$ cat src/rtl/rom_read_ctrl.sv
module rom_read_ctrl #(
  parameter int ADDR_W        = 18,
  parameter int DATA_W        = 16,
  parameter int CLK_PERIOD_NS = 10,
  parameter int T_ACC_NS      = 120,
  parameter int T_CE_NS       = 120,
  parameter int T_OE_NS       = 50,
  parameter int T_DF_NS       = 40
) (
  input  logic              clk,
  input  logic              rst_n,
  input  logic              req,
  input  logic [ADDR_W-1:0] req_addr,
  output logic              busy,
  output logic [DATA_W-1:0] rdata,
  output logic              rvalid,
  output logic [ADDR_W-1:0] rom_addr,
  output logic              rom_ce_n,
  output logic              rom_oe_n,
  input  logic [DATA_W-1:0] rom_dq
);
  localparam int ACC_CYC = (T_ACC_NS + CLK_PERIOD_NS - 1) / CLK_PERIOD_NS;
  localparam int CE_CYC  = (T_CE_NS  + CLK_PERIOD_NS - 1) / CLK_PERIOD_NS;
  localparam int OE_CYC  = (T_OE_NS  + CLK_PERIOD_NS - 1) / CLK_PERIOD_NS;
  localparam int DF_CYC  = (T_DF_NS  + CLK_PERIOD_NS - 1) / CLK_PERIOD_NS;
  localparam int TOT_RAW = (ACC_CYC > CE_CYC) ? ACC_CYC : CE_CYC;
  localparam int TOT     = (TOT_RAW < 1) ? 1 : TOT_RAW;
  localparam int LEAD    = (OE_CYC >= TOT) ? 0 : TOT - OE_CYC;
  localparam int CW      = $clog2(TOT + DF_CYC + 2);
  localparam logic [CW-1:0] TOT_M1  = CW'(TOT - 1);
  localparam logic [CW-1:0] LEAD_M1 = CW'((LEAD == 0) ? 0 : LEAD - 1);
  localparam logic [CW-1:0] DF_M1   = CW'((DF_CYC == 0) ? 0 : DF_CYC - 1);

  typedef enum logic [1:0] {S_IDLE, S_ACCESS, S_HOLD, S_FLOAT} state_t;
  state_t        state;
  logic [CW-1:0] cnt;

  assign busy = (state != S_IDLE);

  always_ff @(posedge clk or negedge rst_n) begin
    if (!rst_n) begin
      state    <= S_IDLE;
      cnt      <= '0;
      rom_addr <= '0;
      rom_ce_n <= 1'b1;
      rom_oe_n <= 1'b1;
      rdata    <= '0;
      rvalid   <= 1'b0;
    end else begin
      rvalid <= 1'b0;
      case (state)
        S_IDLE: if (req) begin
          state    <= S_ACCESS;
          cnt      <= '0;
          rom_addr <= req_addr;
          rom_ce_n <= 1'b0;
          rom_oe_n <= (LEAD == 0) ? 1'b0 : 1'b1;
        end
        S_ACCESS: begin
          cnt <= cnt + 1'b1;
          if (LEAD != 0 && cnt == LEAD_M1) rom_oe_n <= 1'b0;
          if (cnt == TOT_M1) begin
            rdata  <= rom_dq;
            rvalid <= 1'b1;
            state  <= S_HOLD;
          end
        end
        S_HOLD: begin
          rom_ce_n <= 1'b1;
          rom_oe_n <= 1'b1;
          cnt      <= '0;
          state    <= (DF_CYC == 0) ? S_IDLE : S_FLOAT;
        end
        default: begin
          cnt <= cnt + 1'b1;
          if (cnt == DF_M1) state <= S_IDLE;
        end
      endcase
    end
  end

  assert_strobe_needs_select_R5: assert property (@(posedge clk) disable iff (!rst_n)
    !rom_oe_n |-> !rom_ce_n);
  assert_addr_stable_R5: assert property (@(posedge clk) disable iff (!rst_n)
    (!rom_ce_n && $past(!rom_ce_n)) |-> $stable(rom_addr));
  assert_capture_enabled_R4: assert property (@(posedge clk) disable iff (!rst_n)
    rvalid |-> ($past(!rom_ce_n) && $past(!rom_oe_n)));
  assert_valid_pulse_R4: assert property (@(posedge clk) disable iff (!rst_n)
    rvalid |=> !rvalid);
  assert_release_after_capture_R6: assert property (@(posedge clk) disable iff (!rst_n)
    $past(rvalid) |-> (rom_ce_n && rom_oe_n));
  assert_float_guard_R7: assert property (@(posedge clk) disable iff (!rst_n)
    (DF_CYC > 0 && $rose(rom_ce_n)) |-> busy);
  assert_select_only_busy_R2: assert property (@(posedge clk) disable iff (!rst_n)
    !rom_ce_n |-> busy);
endmodule

$ cat config.mk
export PLATFORM = sky130hd
export DESIGN_NAME = rom_read_ctrl
export DESIGN_NICKNAME = d
export VERILOG_FILES = /design/src/rtl/rom_read_ctrl.sv
export SDC_FILE = /design/constraint.sdc
export NUM_CORES = 1
export LEC_CHECK = 0
export BUFFER_PORTS_ARGS = -buffer_cell sky130_fd_sc_hd__clkbuf_2
export CORE_MARGIN = 3
export CORE_UTILIZATION = 38
export DETAILED_ROUTE_END_ITERATION = 10
export PLACE_DENSITY = 0.66
export SYNTH_ARGS = -nofsm -noshare
export SYNTH_HDL_FRONTEND = slang
export SYNTH_SLANG_ARGS = --single-unit
export TNS_END_PERCENT = 20
$ cat constraint.sdc
create_clock -name clk -period 2 [get_ports clk]
set_input_delay 0.2 -clock clk [delete_from_list [all_inputs] [get_ports clk]]
set_output_delay 0.2 -clock clk [all_outputs]
set_load 0.05 [all_outputs]
# After elaboration in Yosys (flattened, before gate mapping)
# Cells that the tools add are included.
# Widths: inputs -> output; s select.
word_totals:
  output_inout_bits: 38
  elab_cells: 39
  in_bits: 37
  register_bits: 44
op_classes:
  n_mux: 13
  n_reduce_logical: 10
  n_eq_ne: 8
  n_addsub: 1
ops:
  columns: ["op", "count"]
  rows:
  - ["$pmux 5 s2", 1]
  - ["$mux 2", 3]
  - ["$ne 2x2->1 const B", 3]
  - ["$pmux 2 s3", 1]
  - ["$reduce_and 2->1", 3]
  - ["$reduce_and 3->1", 2]
  - ["$add 5x1->5 const B", 1]
  - ["$eq 5x2->1 const B", 1]
  - ["$eq 5x3->1 const B", 1]
  - ["$eq 5x4->1 const B", 1]
  - ["$mux 1", 5]
  - ["$mux 5", 1]
  - ["$reduce_bool 2->1", 2]
  - ["$reduce_bool 4->1", 1]
  - ["$pmux 1 s3", 1]
  - ["$reduce_bool 3->1", 1]
  - ["$eq 2x1->1 const B", 1]
  - ["$eq 2x2->1 const B", 1]
  - ["$logic_not 2->1", 1]
  - ["$pmux 1 s2", 1]

# Longest topological paths before layout
# Gate-level depths: netlist (run 1).
logic_depth:
  ltp_word: 3
  mapped_depth: 7
  ltp_nobuf: 6

# Worst setup path after synthesis (run 1)
# No wires, ideal clock.
synth_path:
  path_kind: "reg-to-reg"
  start: "register state[1]"
  end: "register rdata[0]"
  setup_slack_ps: 265
  n_path_buf: 1
  path_stages_with_launch: 7
  period_less_slack_ps: 1735
  setup_time_ps: 125
  t_arrival_ps: 1610
  required_ps: 1875
  path_cell_list: "dfrtp_1 inv_1 ha_1 nand2_1 nor3_4 buf_4 mux2_2"
synth_via:
  elab_chain_cells: 2
synth_rtl:
  columns: ["element", "line_no", "source"]
  rows:
  - ["start, declared", "35", "state_t state;"]
  - ["start signal, assigned", "72", "state <= (DF_CYC == 0) ? S_IDLE : S_FLOAT;"]
  - ["$eq 2x1->1", "51", "case (state)"]
  - ["$reduce_and 2->1 (no line)", null, null]
  - ["end signal, assigned", "63", "rdata <= rom_dq;"]
  - ["end, declared", "15", "output logic [DATA_W-1:0] rdata,"]
# No other way between the ends.
# A chain may end at the register's enable or synchronous reset.

# Worst setup path in the final report (run 1)
layout_path:
  start: "register cnt[0]"
  end: "register state[1]"
layout_via:
  elab_chain_cells: 3
  elab_cells_between_ends: 5
  classes_between: "eq/ne (3); reduce/logical (2)"
layout_rtl:
  columns: ["element", "line_no", "source"]
  rows:
  - ["start, declared", "36", "logic [CW-1:0] cnt;"]
  - ["start signal, assigned", "60", "cnt <= cnt + 1'b1;"]
  - ["start signal, assigned", "75", "cnt <= cnt + 1'b1;"]
  - ["$eq 5x2->1 or $eq 5x4->1 (tied branches)", "76, 62", null]
  - ["$reduce_bool 4->1 (no line) or $ne 2x2->1 (tied branches)", null, null]
  - ["$reduce_and 3->1 (no line) *", null, null]
# Mark *: on every way between the ends. The rest lies on a longest branch, timed or not.

==> results of run 1 <==
==> cells in the final DEF, fill, tap and decap left out, types with 2 or more instances in the layout <==
cell | synthesis | layout
clkbuf_2 | 0 | 74
dfrtp_1 | 42 | 42
mux2_2 | 34 | 34
nand2_1 | 7 | 7
clkbuf_8 | 0 | 7
nor2_1 | 6 | 6
o21ai_0 | 6 | 6
ha_1 | 6 | 6
inv_1 | 4 | 4
buf_4 | 1 | 4
nand3_1 | 3 | 3
xor2_1 | 2 | 2
o31ai_1 | 2 | 2
dfstp_2 | 2 | 2
==> state kept, by name, indices dropped and copies added, names as in the netlist <==
signal,flops
rom_ce_n,1
cnt,5
state,2
rom_oe_n,1
rdata,16
rom_addr,18
rvalid,1
==> kinds of logic (layout without fill, tap and decap cells) <==
group,Yosys count,in the layout
xor gates and xnor gates,2,2
DFF,44,44
muxes,36,36
and+or+nand+nor,20,20
buffers and inverters,6,91
adders and majority gates,6,6
AOI/OAI and AO/OA,13,13
==> stage by stage <==
stage,instances,area [µm²],util (%)
6_report,264,2400,53.3
5_1_grt,264,2400,53.3
4_1_cts,264,2400,53.3
3_5_place_dp,256,2290,50.9
3_3_place_gp,256,2290,50.9
2_1_floorplan,127,1820,-
==> layout make-up <==
type                    instances  share of cell area [%]
repair buffers                 80                    17.9
multi-input cells              77                    28.8
flip-flops and latches         44                    46.0
inverters                       4                   0.625
clock buffers                   7                    4.01
well taps                      52                    2.71
==> metal layers <==
metal	wire length [µm]	global-route usage [%]
met1	1410	15.7
met2	1610	21.3
met3	294	5.87
met4	44	5.24
met5	0	0
==> final timing paths <==
kind | start | to | slack (ps) | cells after the start
setup / recovery | cnt[0]$_DFFE_PN0P_ | state[1]$_DFFE_PN0P_ | 210 | 5
hold / removal | rom_dq[9] | rdata[9]$_DFFE_PN0P_ | 140 | 2
setup reg to reg | cnt[0]$_DFFE_PN0P_ | state[1]$_DFFE_PN0P_ | 210 | 5
hold reg to reg | rom_oe_n$_DFFE_PN1P_ | rom_oe_n$_DFFE_PN1P_ | 490 | 2
max in group asynchronous | rst_n | rom_oe_n$_DFFE_PN1P_ | 970 | 3
min in group asynchronous | rst_n | rdata[12]$_DFFE_PN0P_ | 440 | 2
==> power by group <==
group          total (mW)  internal [mW]  leakage (nW)  switching (mW)
clock               0.582          0.307        0.0503           0.275
sequential           1.31           1.16         0.525           0.146
combinational        1.80          0.558         0.613            1.24
total                3.69           2.03          1.19            1.66
==> critical path: stages, from the launching register on <==
cell	delay, ps
dfrtp_1	400
ha_1	220
or4b_1	470
a21oi_2	190
o22ai_2	100
mux2_4	300
==> qor.csv, run 1 <==
metric,value,unit
relSlewSlack,61.5,%
tritoncts,built,
drive_above_1_share,59.9,%
synth.top_cells.by_count,"42 x dfrtp_1, 34 x mux2_2, 7 x nand2_1",
regArea,1100,µm²
p_leak,1.19,nW
die_area,5660,µm²
power-per-cell-area,1540,nW/µm²
vias_in_the_first_global_route,1253,
groute.usage.overall,13.3,%
num-fill-cells,397,
first_pass_grt_wire_length,5600,µm
initial_core_util,40.4,%
drt-pass1-iter-count,4,
fmaxAchievable,559,MHz
synth.top_cell.area_share,57.7,%
floorplan.die.height,75.2,µm
post-route-period-util,89.4,%
status,finished clean,
globalplace.congestion,0.710,
post_cts.repair.setup_buffers,0,
mappedNetlistArea,1820,µm²
setup_skew_after_layout,4.38,ps
area_used_by_multi_input_combinational_logic,691,µm²
synth_compound_area_share,4.81,%
min_path_type,in2reg,
layout_min_cycle_time,1790,ps
drcViolationCount,0,
place_hpwl,2630,µm
worst-setup-path-type,reg2reg,
antenna_cells,0,
postSynthRegisterBits,44,
timing.critical_path.arrival,1960,ps
placeableCoreArea,4500,µm²
cts_htree_levels,2,
finalWirelength,3360,µm
muxShareOfSynthArea,22.4,%
globalRouteOverflowTotal,0,
synth_xor_xnor_area_share,0.962,%
dominant_combinational_cell_family_by_area_after_synthesis,multiplexers,
totalPowerFinal,3.69,mW
synth.most_common_cell,dfrtp_1,
worst_hold_slack,136,ps
post-place-ws,223,ps
layout_setup_ws,212,ps
synth.avg_cell_area,14.3,µm²
final_hold_viol_count,0,
areaGrowthSynthToFinish,31.8,%
tightestPinTransition,577,ps
cp_endpoint_kind,flop,
asyncSetResetFlopFracSynth,100,%
tns,0,ps
worst_ir_drop_vdd,0.000522,V
yosys_warnings,0,
cp.required,2180,ps
buffer_cell_driving_the_clock_tree_root,clkbuf_8,
timing_max_transition_violations_final,0,
synth_top_flop_cell,dfrtp_1,
yosys.area_share.simple,5.63,%
clk_path_buf_depth,2,
final_nets,255,
cts_num_sinks,44,
clk_pin_slew,70,ps
crit_fanout,5,
post_cts_resize_count,0,
max_capacitance_violation_total,0,
via_count,1274,
antenna_violations_before_repair,0,
chipWidth,75.2,µm
route.antenna.remaining_nets,0,
setup-violations-final,0,
cts-buffers-inserted,5,
syn-instance-count,127,
synth_area_leaders,"dfrtp_1 58%, mux2_2 21%, ha_1 4.1%",
post-synth-top-area-cell,dfrtp_1,
vias_cell,4.83,
ys_types,24,
grt_max_degree,24,
synth_sequential_area_ratio,60.6,%
rows,24,
critPathLaunchType,flop,
clock_latency,290,ps
number_of_enable_type_register_cells_in_the_synthesized_netlist,0,
port_buffers,74,
detail_route.wl_per_cell,12.7,µm
post_cts_hold_buffer_count,1,
detail_route.iter0.violations,22,
synth_fp_nets,170,
unrepaired_setup_endpoints_after_global_routing,no,
synth-adder-area-share,4.12,%
design.portCount,75,
Power figures use the tool's default switching activity.
==> run 2: changes to the inputs <==
--- a/config.mk
+++ b/config.mk
@@ -10,6 +10,7 @@
 export CORE_UTILIZATION = 38
 export DETAILED_ROUTE_END_ITERATION = 10
 export PLACE_DENSITY = 0.66
+export SETUP_SLACK_MARGIN = 0.2
 export SYNTH_ARGS = -nofsm -noshare
 export SYNTH_HDL_FRONTEND = slang
 export SYNTH_SLANG_ARGS = --single-unit
==> constraint.sdc (replaced) <==
create_clock -name clk -period 1.72 [get_ports clk]
set_input_delay 0.172 -clock clk [delete_from_list [all_inputs] [get_ports clk]]
set_output_delay 0.172 -clock clk [all_outputs]
set_load 0.05 [all_outputs]
==> run 2 against run 1 <==
  * Critical path depth up 1
  * Worst setup slack lost 160 ps
  * Via count is 1.8% higher
  * Total power increased by 22%
  * Critical endpoint unchanged
  * Highest routed layer unchanged
==> qor.csv, run 2 (synthesized netlist as in run 1, its figures left out) <==
metric,value,unit,change
critical_path.max_stage_delay,430,ps,-40 ps
die_area,5660,µm²,unchanged
drt-pass1-iter-count,4,,unchanged
global_route.peak_usage_layer,met2,,
grt_max_degree,45,,+88%
grtUsageMet1,19.8,%,+4.1 points
vias_in_the_first_global_route,1221,,-2.6%
groute.usage.overall,14.3,%,+1.1 points
min_path_type,in2reg,,
initial_core_util,40.4,%,unchanged
chipWidth,75.2,µm,unchanged
p_leak,1.29,nW,+8.4%
port_buffers,74,,unchanged
cp_cell_sequence,inv_1 > ha_1 > nor2_1 > a21oi_4 > o22ai_2 > mux2_4,,
clk_pin_slew,80,ps,about the same
final_hold_viol_count,0,,unchanged
critPathLaunchType,flop,,
tns,0,ps,unchanged
areaGrowthSynthToFinish,41.1,%,
met2_use_gr,21.9,%,+0.58 points
cts_num_sinks,44,,unchanged
post-route-period-util,96.9,%,+7.5 points
layout_min_cycle_time,1670,ps,-121 ps
buffer_cell_driving_the_clock_tree_root,clkbuf_8,,
timing_max_transition_violations_final,0,,unchanged
detail_route.wl_per_cell,13.6,µm,+6.9%
relSlewSlack,80.6,%,+19 points
clk_path_buf_depth,2,,unchanged
tritoncts,built,,
power-per-cell-area,1750,nW/µm²,+14%
vias_cell,4.70,,-2.6%
route.antenna.remaining_nets,0,,unchanged
post_dp_cell_area,2390,µm²,+4.4%
worst_hold_slack,108,ps,-27.6 ps
crit_fanout,5,,unchanged
worst_ir_drop_vdd,0.00115,V,+120%
design.portCount,75,,unchanged
worst-setup-path-type,reg2reg,,
finalInstanceArea,2570,µm²,+7.0%
critPathTopFamily,flip-flops,,
drive_above_1_share,64.7,%,+4.8 points
cts_htree_levels,2,,unchanged
place_hpwl,2720,µm,+3.6%
detail_route.iter0.violations,54,,+150%
globalRouteOverflowTotal,0,,unchanged
first_pass_grt_wire_length,6050,µm,+8.0%
fmaxAchievable,600,MHz,+7.2%
placeableCoreArea,4500,µm²,unchanged
registers.top_by_ff_count,rom_addr,,
layout.cells.most_common_list,"73 x clkbuf_2, 41 x dfrtp_1, 26 x mux2_2, 12 x buf_4, 9 x mux2_4",,
finalWirelength,3760,µm,+12%
final_core_utilization,57.1,%,+3.7 points
max_capacitance_violation_total,0,,unchanged
biggestRegsByFlops,"rom_addr (18), rdata (16), cnt (5)",,
setup-violations-final,0,,unchanged
setup_skew_after_layout,4.94,ps,+0.564 ps
path_buf_inv,1,,+1
floorplan.die.height,75.2,µm,unchanged
final_nets,266,,+4.3%
unrepaired_setup_endpoints_after_global_routing,yes,,
drcViolationCount,0,,unchanged
antenna_violations_before_repair,0,,unchanged
groute.layer.met3.usage,4.01,%,-1.9 points
clock_latency,290,ps,about the same
largest_reg_flops,18,,unchanged
antenna_cells,0,,unchanged
via_count,1297,,+1.8%
rows,24,,unchanged
tightestPinTransition,290,ps,-287 ps
globalplace.congestion,0.846,,+19%
totalPowerFinal,4.51,mW,+22%
timing.critical_path.arrival,1840,ps,-120 ps
status,finished clean,,
final_common_cell,clkbuf_2,,
cp.required,1900,ps,-280 ps
timing.critical_path.slowest_stage_cell,dfrtp_2,,
cp_endpoint_kind,flop,,
cts-buffers-inserted,5,,unchanged
-- run 2: changes by cell type in the layout (fill, tap and decap cells not counted), sizes merged --
cell / before / now
buf: 5 / 16
clkinv: 0 / 1
-- run 2: cell type report --
class                           count  area (µm²)
Fill cell                         371        1930
Multi-Input combinational cell     77         762
Clock buffer                        7        76.3
Clock inverter                      1        5.00
Tap cell                           52        65.1
Inverter                            4        15.0
Timing Repair Buffer               91         542
Sequential cell                    44        1100
-- run 2: worst paths after layout --
kind / from / endpoint / slack (ps) / cells after the start
setup / recovery: state[0]$_DFFE_PN0P_ / state[1]$_DFFE_PN0P_ / 50 / 6
max in group asynchronous: rst_n / rom_ce_n$_DFFE_PN1P_ / 1040 / 3
setup reg to reg: state[0]$_DFFE_PN0P_ / state[1]$_DFFE_PN0P_ / 50 / 6
hold / removal: req_addr[2] / rom_addr[2]$_DFFE_PN0P_ / 110 / 2
min in group asynchronous: rst_n / rom_addr[12]$_DFFE_PN0P_ / 390 / 3
hold reg to reg: rom_oe_n$_DFFE_PN1P_ / rom_oe_n$_DFFE_PN1P_ / 500 / 2
-- run 2: metal layers --
metal	vias up	wire, µm
li1	632	-
met1	632	1630
met2	28	1920
met3	5	149
met4	0	48
met5	-	0
-- run 2: power by group --
group | internal, mW | leakage (nW) | switching (mW)
Sequential | 1.35 | 0.523 | 0.163
Combinational | 0.847 | 0.722 | 1.54
Clock | 0.285 | 0.0422 | 0.320
-- run 2: stage by stage --
stage	cells	setup slack, ps
detailed placement	263	17.2
CTS	276	66.0
global placement	263	78.0
finish	276	52.7
global route	276	-46.5
floorplan	127	-8.34
-- run 2: what timing repair did --
item / in CTS / in global routing
gates cloned: 1 / 0
endpoints found under the setup margin: 37 / 41
resized for setup: 11 / 3
hold buffers: 1 / 0
endpoints found under the hold margin: 42 / 0
pin swaps: 2 / 1
setup buffers: 3 / 0
==> run 3: changes to the inputs <==
--- a/config.mk
+++ b/config.mk
@@ -5,11 +5,12 @@
 export SDC_FILE = /design/constraint.sdc
 export NUM_CORES = 1
 export LEC_CHECK = 0
+export ABC_AREA = 1
 export BUFFER_PORTS_ARGS = -buffer_cell sky130_fd_sc_hd__clkbuf_2
 export CORE_MARGIN = 3
 export CORE_UTILIZATION = 38
 export DETAILED_ROUTE_END_ITERATION = 10
-export PLACE_DENSITY = 0.66
+export PLACE_DENSITY = 0.65
 export SETUP_SLACK_MARGIN = 0.2
 export SYNTH_ARGS = -nofsm -noshare
 export SYNTH_HDL_FRONTEND = slang
==> run 3 against run 2 <==
  * Die area is 1.7% higher
  * Routed wire length rose by 6.2%
  * Clock power increased by 9.3%
  * Sequential cell count unchanged
  * Clock-buffer cell count fell by 1
  * Critical path depth is 2 lower
  * Core utilization decreased by 2.9 points
  * Sequential share of layout area grew 1.9 points
  * First-iteration DRC count decreased by 26%
  * Cell area fell by 4.4%
  * Fmax increased by 12%
  * Critical endpoint is now busy
==> qor.csv, run 3 <==
metric,value,unit,change
place_hpwl,2920,µm,+7.3%
synth.top_cells.by_count,"114 x nand2_1, 42 x dfrtp_1, 10 x inv_1, 10 x o21ai_0, 7 x nand3_1",,
post-place-ws,179,ps,+162 ps
cp.required,1550,ps,-350 ps
vias_cell,4.41,,-6.2%
largest_reg_flops,18,,unchanged
stdcell_count,360,,+30%
worst-setup-path-type,reg2out,,
comb_power_share,51.5,%,-1.5 points
layout_min_cycle_time,1490,ps,-179 ps
syn-instance-count,211,,+66%
mappedNetlistArea,1860,µm²,+1.9%
status,finished clean,,
clock_latency,290,ps,about the same
asyncSetResetFlopFracSynth,100,%,unchanged
vias_in_the_first_global_route,1524,,+25%
worst_ir_drop_vdd,0.000595,V,-48%
critical_path.max_stage_delay,420,ps,about the same
timing.hold.worst_endpoint,rdata[8]$_DFFE_PN0P_,,
biggestRegsByFlops,"rom_addr (18), rdata (16), cnt (5)",,
final_common_cell,nand2_1,,
final_hold_viol_count,0,,unchanged
postSynthRegisterBits,44,,unchanged
crit_fanout,4,,-1
cts_htree_levels,2,,unchanged
critPathTopFamily,buffers and inverters,,
floorplan.die.height,75.9,µm,+0.85%
clk_pin_slew,80,ps,about the same
layout.cells.most_common_list,"114 x nand2_1, 73 x clkbuf_2, 42 x dfrtp_1, 10 x o21ai_0, 8 x inv_1",,
post-synth-top-area-cell,dfrtp_1,,
timing.hold.worst_path_depth,3,,+1
registers.top_by_ff_count,rom_addr,,
design.portCount,75,,unchanged
detail_route.iter0.violations,40,,-26%
first_pass_grt_wire_length,6380,µm,+5.4%
power-per-cell-area,1940,nW/µm²,+11%
route.antenna.remaining_nets,0,,unchanged
grt_max_degree,45,,unchanged
synth_fp_nets,254,,+49%
synth_top_flop_cell,dfrtp_1,,
synth_area_leaders,"dfrtp_1 57%, nand2_1 23%, ha_1 4.0%",,
timing.critical_path.arrival,1320,ps,-520 ps
drive_above_1_share,34.2,%,-30 points
rows,24,,unchanged
p_switching,2.44,mW,+21%
max_capacitance_violation_total,0,,unchanged
setup-violations-final,0,,unchanged
port_buffers,74,,unchanged
post-route-period-util,86.5,%,-10 points
drcViolationCount,0,,unchanged
initial_core_util,40.9,%,+0.48 points
synth.top_cell.area_share,56.6,%,-1.1 points
regToRegEndpoint,rdata[7]$_DFFE_PN0P_,,
timing.reg2reg.worst_path_depth,6,,unchanged
yosys_warnings,0,,unchanged
cts_num_sinks,44,,unchanged
p_int,2.34,mW,-6.1%
r2r_slack,270,ps,+220 ps
setup_skew_after_layout,3.23,ps,-1.71 ps
synth_sequential_area_ratio,59.5,%,-1.1 points
final_nets,337,,+27%
share_clk_of_total_power,13.8,%,+0.4 points
globalRouteOverflowTotal,0,,unchanged
layout_setup_ws,232,ps,+179 ps
antenna_cells,0,,unchanged
chipWidth,75.9,µm,+0.85%
dp.cells,348,,+32%
tightestPinTransition,541,ps,+251 ps
timing.critical_path.slowest_stage_cell,dfrtp_1,,
tritoncts,built,,
number_of_enable_type_register_cells_in_the_synthesized_netlist,0,,unchanged
sw_ratio,51.1,%,+6.2 points
detail_route.wl_per_cell,11.1,µm,-19%
r2r-start,state[1]$_DFFE_PN0P_,,
worst_hold_slack,68.7,ps,-39.3 ps
cp_cell_sequence,inv_1 > ha_4 > clkinvlp_4 > buf_4,,
timing.hold.worst.start,rom_dq[8],,
fmaxAchievable,672,MHz,+12%
clk_path_buf_depth,2,,unchanged
ys_types,18,,-25%
drt-pass1-iter-count,4,,unchanged
cts-buffers-inserted,5,,unchanged
relSlewSlack,64.0,%,-17 points
min_path_type,in2reg,,
synth.most_common_cell,nand2_1,,
globalplace.congestion,0.870,,+2.8%
placeableCoreArea,4530,µm²,+0.67%
tns,0,ps,unchanged
antenna_violations_before_repair,0,,unchanged
unrepaired_setup_endpoints_after_global_routing,yes,,
finalWirelength,3990,µm,+6.2%
power_frac_seq,34.6,%,+1.0 points
final_core_utilization,54.2,%,-2.9 points
areaGrowthSynthToFinish,32.4,%,
p_leak,1.33,nW,+3.6%
buffer_cell_driving_the_clock_tree_root,clkbuf_8,,
synth.avg_cell_area,8.79,µm²,-39%
die_area,5760,µm²,+1.7%
cp_endpoint_kind,output pin,,
path_buf_inv,3,,+2
critPathLaunchType,flop,,
groute.usage.overall,14.4,%,+0.10 points
timing_max_transition_violations_final,0,,unchanged
via_count,1587,,+22%
-- run 3: worst min-delay path, delay by kind of cell --
family	cells	cell delay (ps)
buffers and inverters	1	70
and+or+nand+nor	2	80
-- run 3: cell type report --
type / instances / area (µm²)
Clock inverter: 2 / 10.0
Tap cell: 65 / 81.3
Sequential cell: 44 / 1100
Fill cell: 421 / 2080
Clock buffer: 6 / 82.6
Inverter: 13 / 58.8
Timing Repair Buffer: 81 / 428
Multi-Input combinational cell: 149 / 692
-- run 3: power groups by stage --
stage | clock network [mW] | logic [mW] | registers (mW)
final | 0.661 | 2.46 | 1.65
after global routing | 0.729 | 2.67 | 1.70
after CTS | 0.688 | 2.47 | 1.65
after detailed placement | 0 | 2.46 | 1.67
after global placement | 0 | 2.43 | 1.67
after floorplan | 0 | 0.800 | 2.74
-- run 3: metal layers --
metal | up-vias | routed length [µm] | track usage [%]
met5 | - | 0 | 0
met2 | 54 | 1830 | 25.0
met3 | 2 | 333 | 4.75
li1 | 816 | - | -
met4 | 0 | 14 | 3.50
met1 | 715 | 1810 | 17.3
-- run 3: repair_timing --
action / in CTS / in global routing
endpoints found under the hold margin: 42 / 0
hold buffers: 1 / 0
setup endpoints to repair: 31 / 9
gates resized for setup: 2 / 4
pin swaps: 1 / 0
buffers inserted: 3 / 0
-- run 3: cells by family (layout without fill, tap and decap cells) --
| kind of cell | count (synthesis) | after routing | share of synthesized area, % |
|---|---|---|---|
| flops | 44 | 44 | 59.5 |
| fa+ha+maj | 6 | 6 | 4.05 |
| compound gates | 11 | 11 | 2.97 |
| buf+inv | 18 | 102 | 4.45 |
| simple gates | 132 | 132 | 29.1 |
-- run 3: worst max path at each step --
| stage | start | end | slack [ps] | cells past startpoint |
|---|---|---|---|---|
| 2_1_floorplan | state[1]$_DFFE_PN0P_ | state[0]$_DFFE_PN0P_ | 220 | 8 |
| 6_report | state[1]$_DFFE_PN0P_ | busy | 230 | 4 |
| 5_1_grt | state[1]$_DFFE_PN0P_ | busy | 160 | 4 |
| 4_1_cts | state[1]$_DFFE_PN0P_ | busy | 170 | 4 |
| 3_5_place_dp | state[1]$_DFFE_PN0P_ | rom_addr[11]$_DFFE_PN0P_ | 180 | 6 |
| 3_3_place_gp | state[1]$_DFFE_PN0P_ | rdata[14]$_DFFE_PN0P_ | 200 | 6 |
-- run 3: stage by stage --
stage / area [µm²] / power, mW
2_1_floorplan: 1880 / 3.54
3_3_place_gp: 2320 / 4.11
3_5_place_dp: 2320 / 4.13
4_1_cts: 2450 / 4.81
5_1_grt: 2460 / 5.10
6_report: 2460 / 4.77
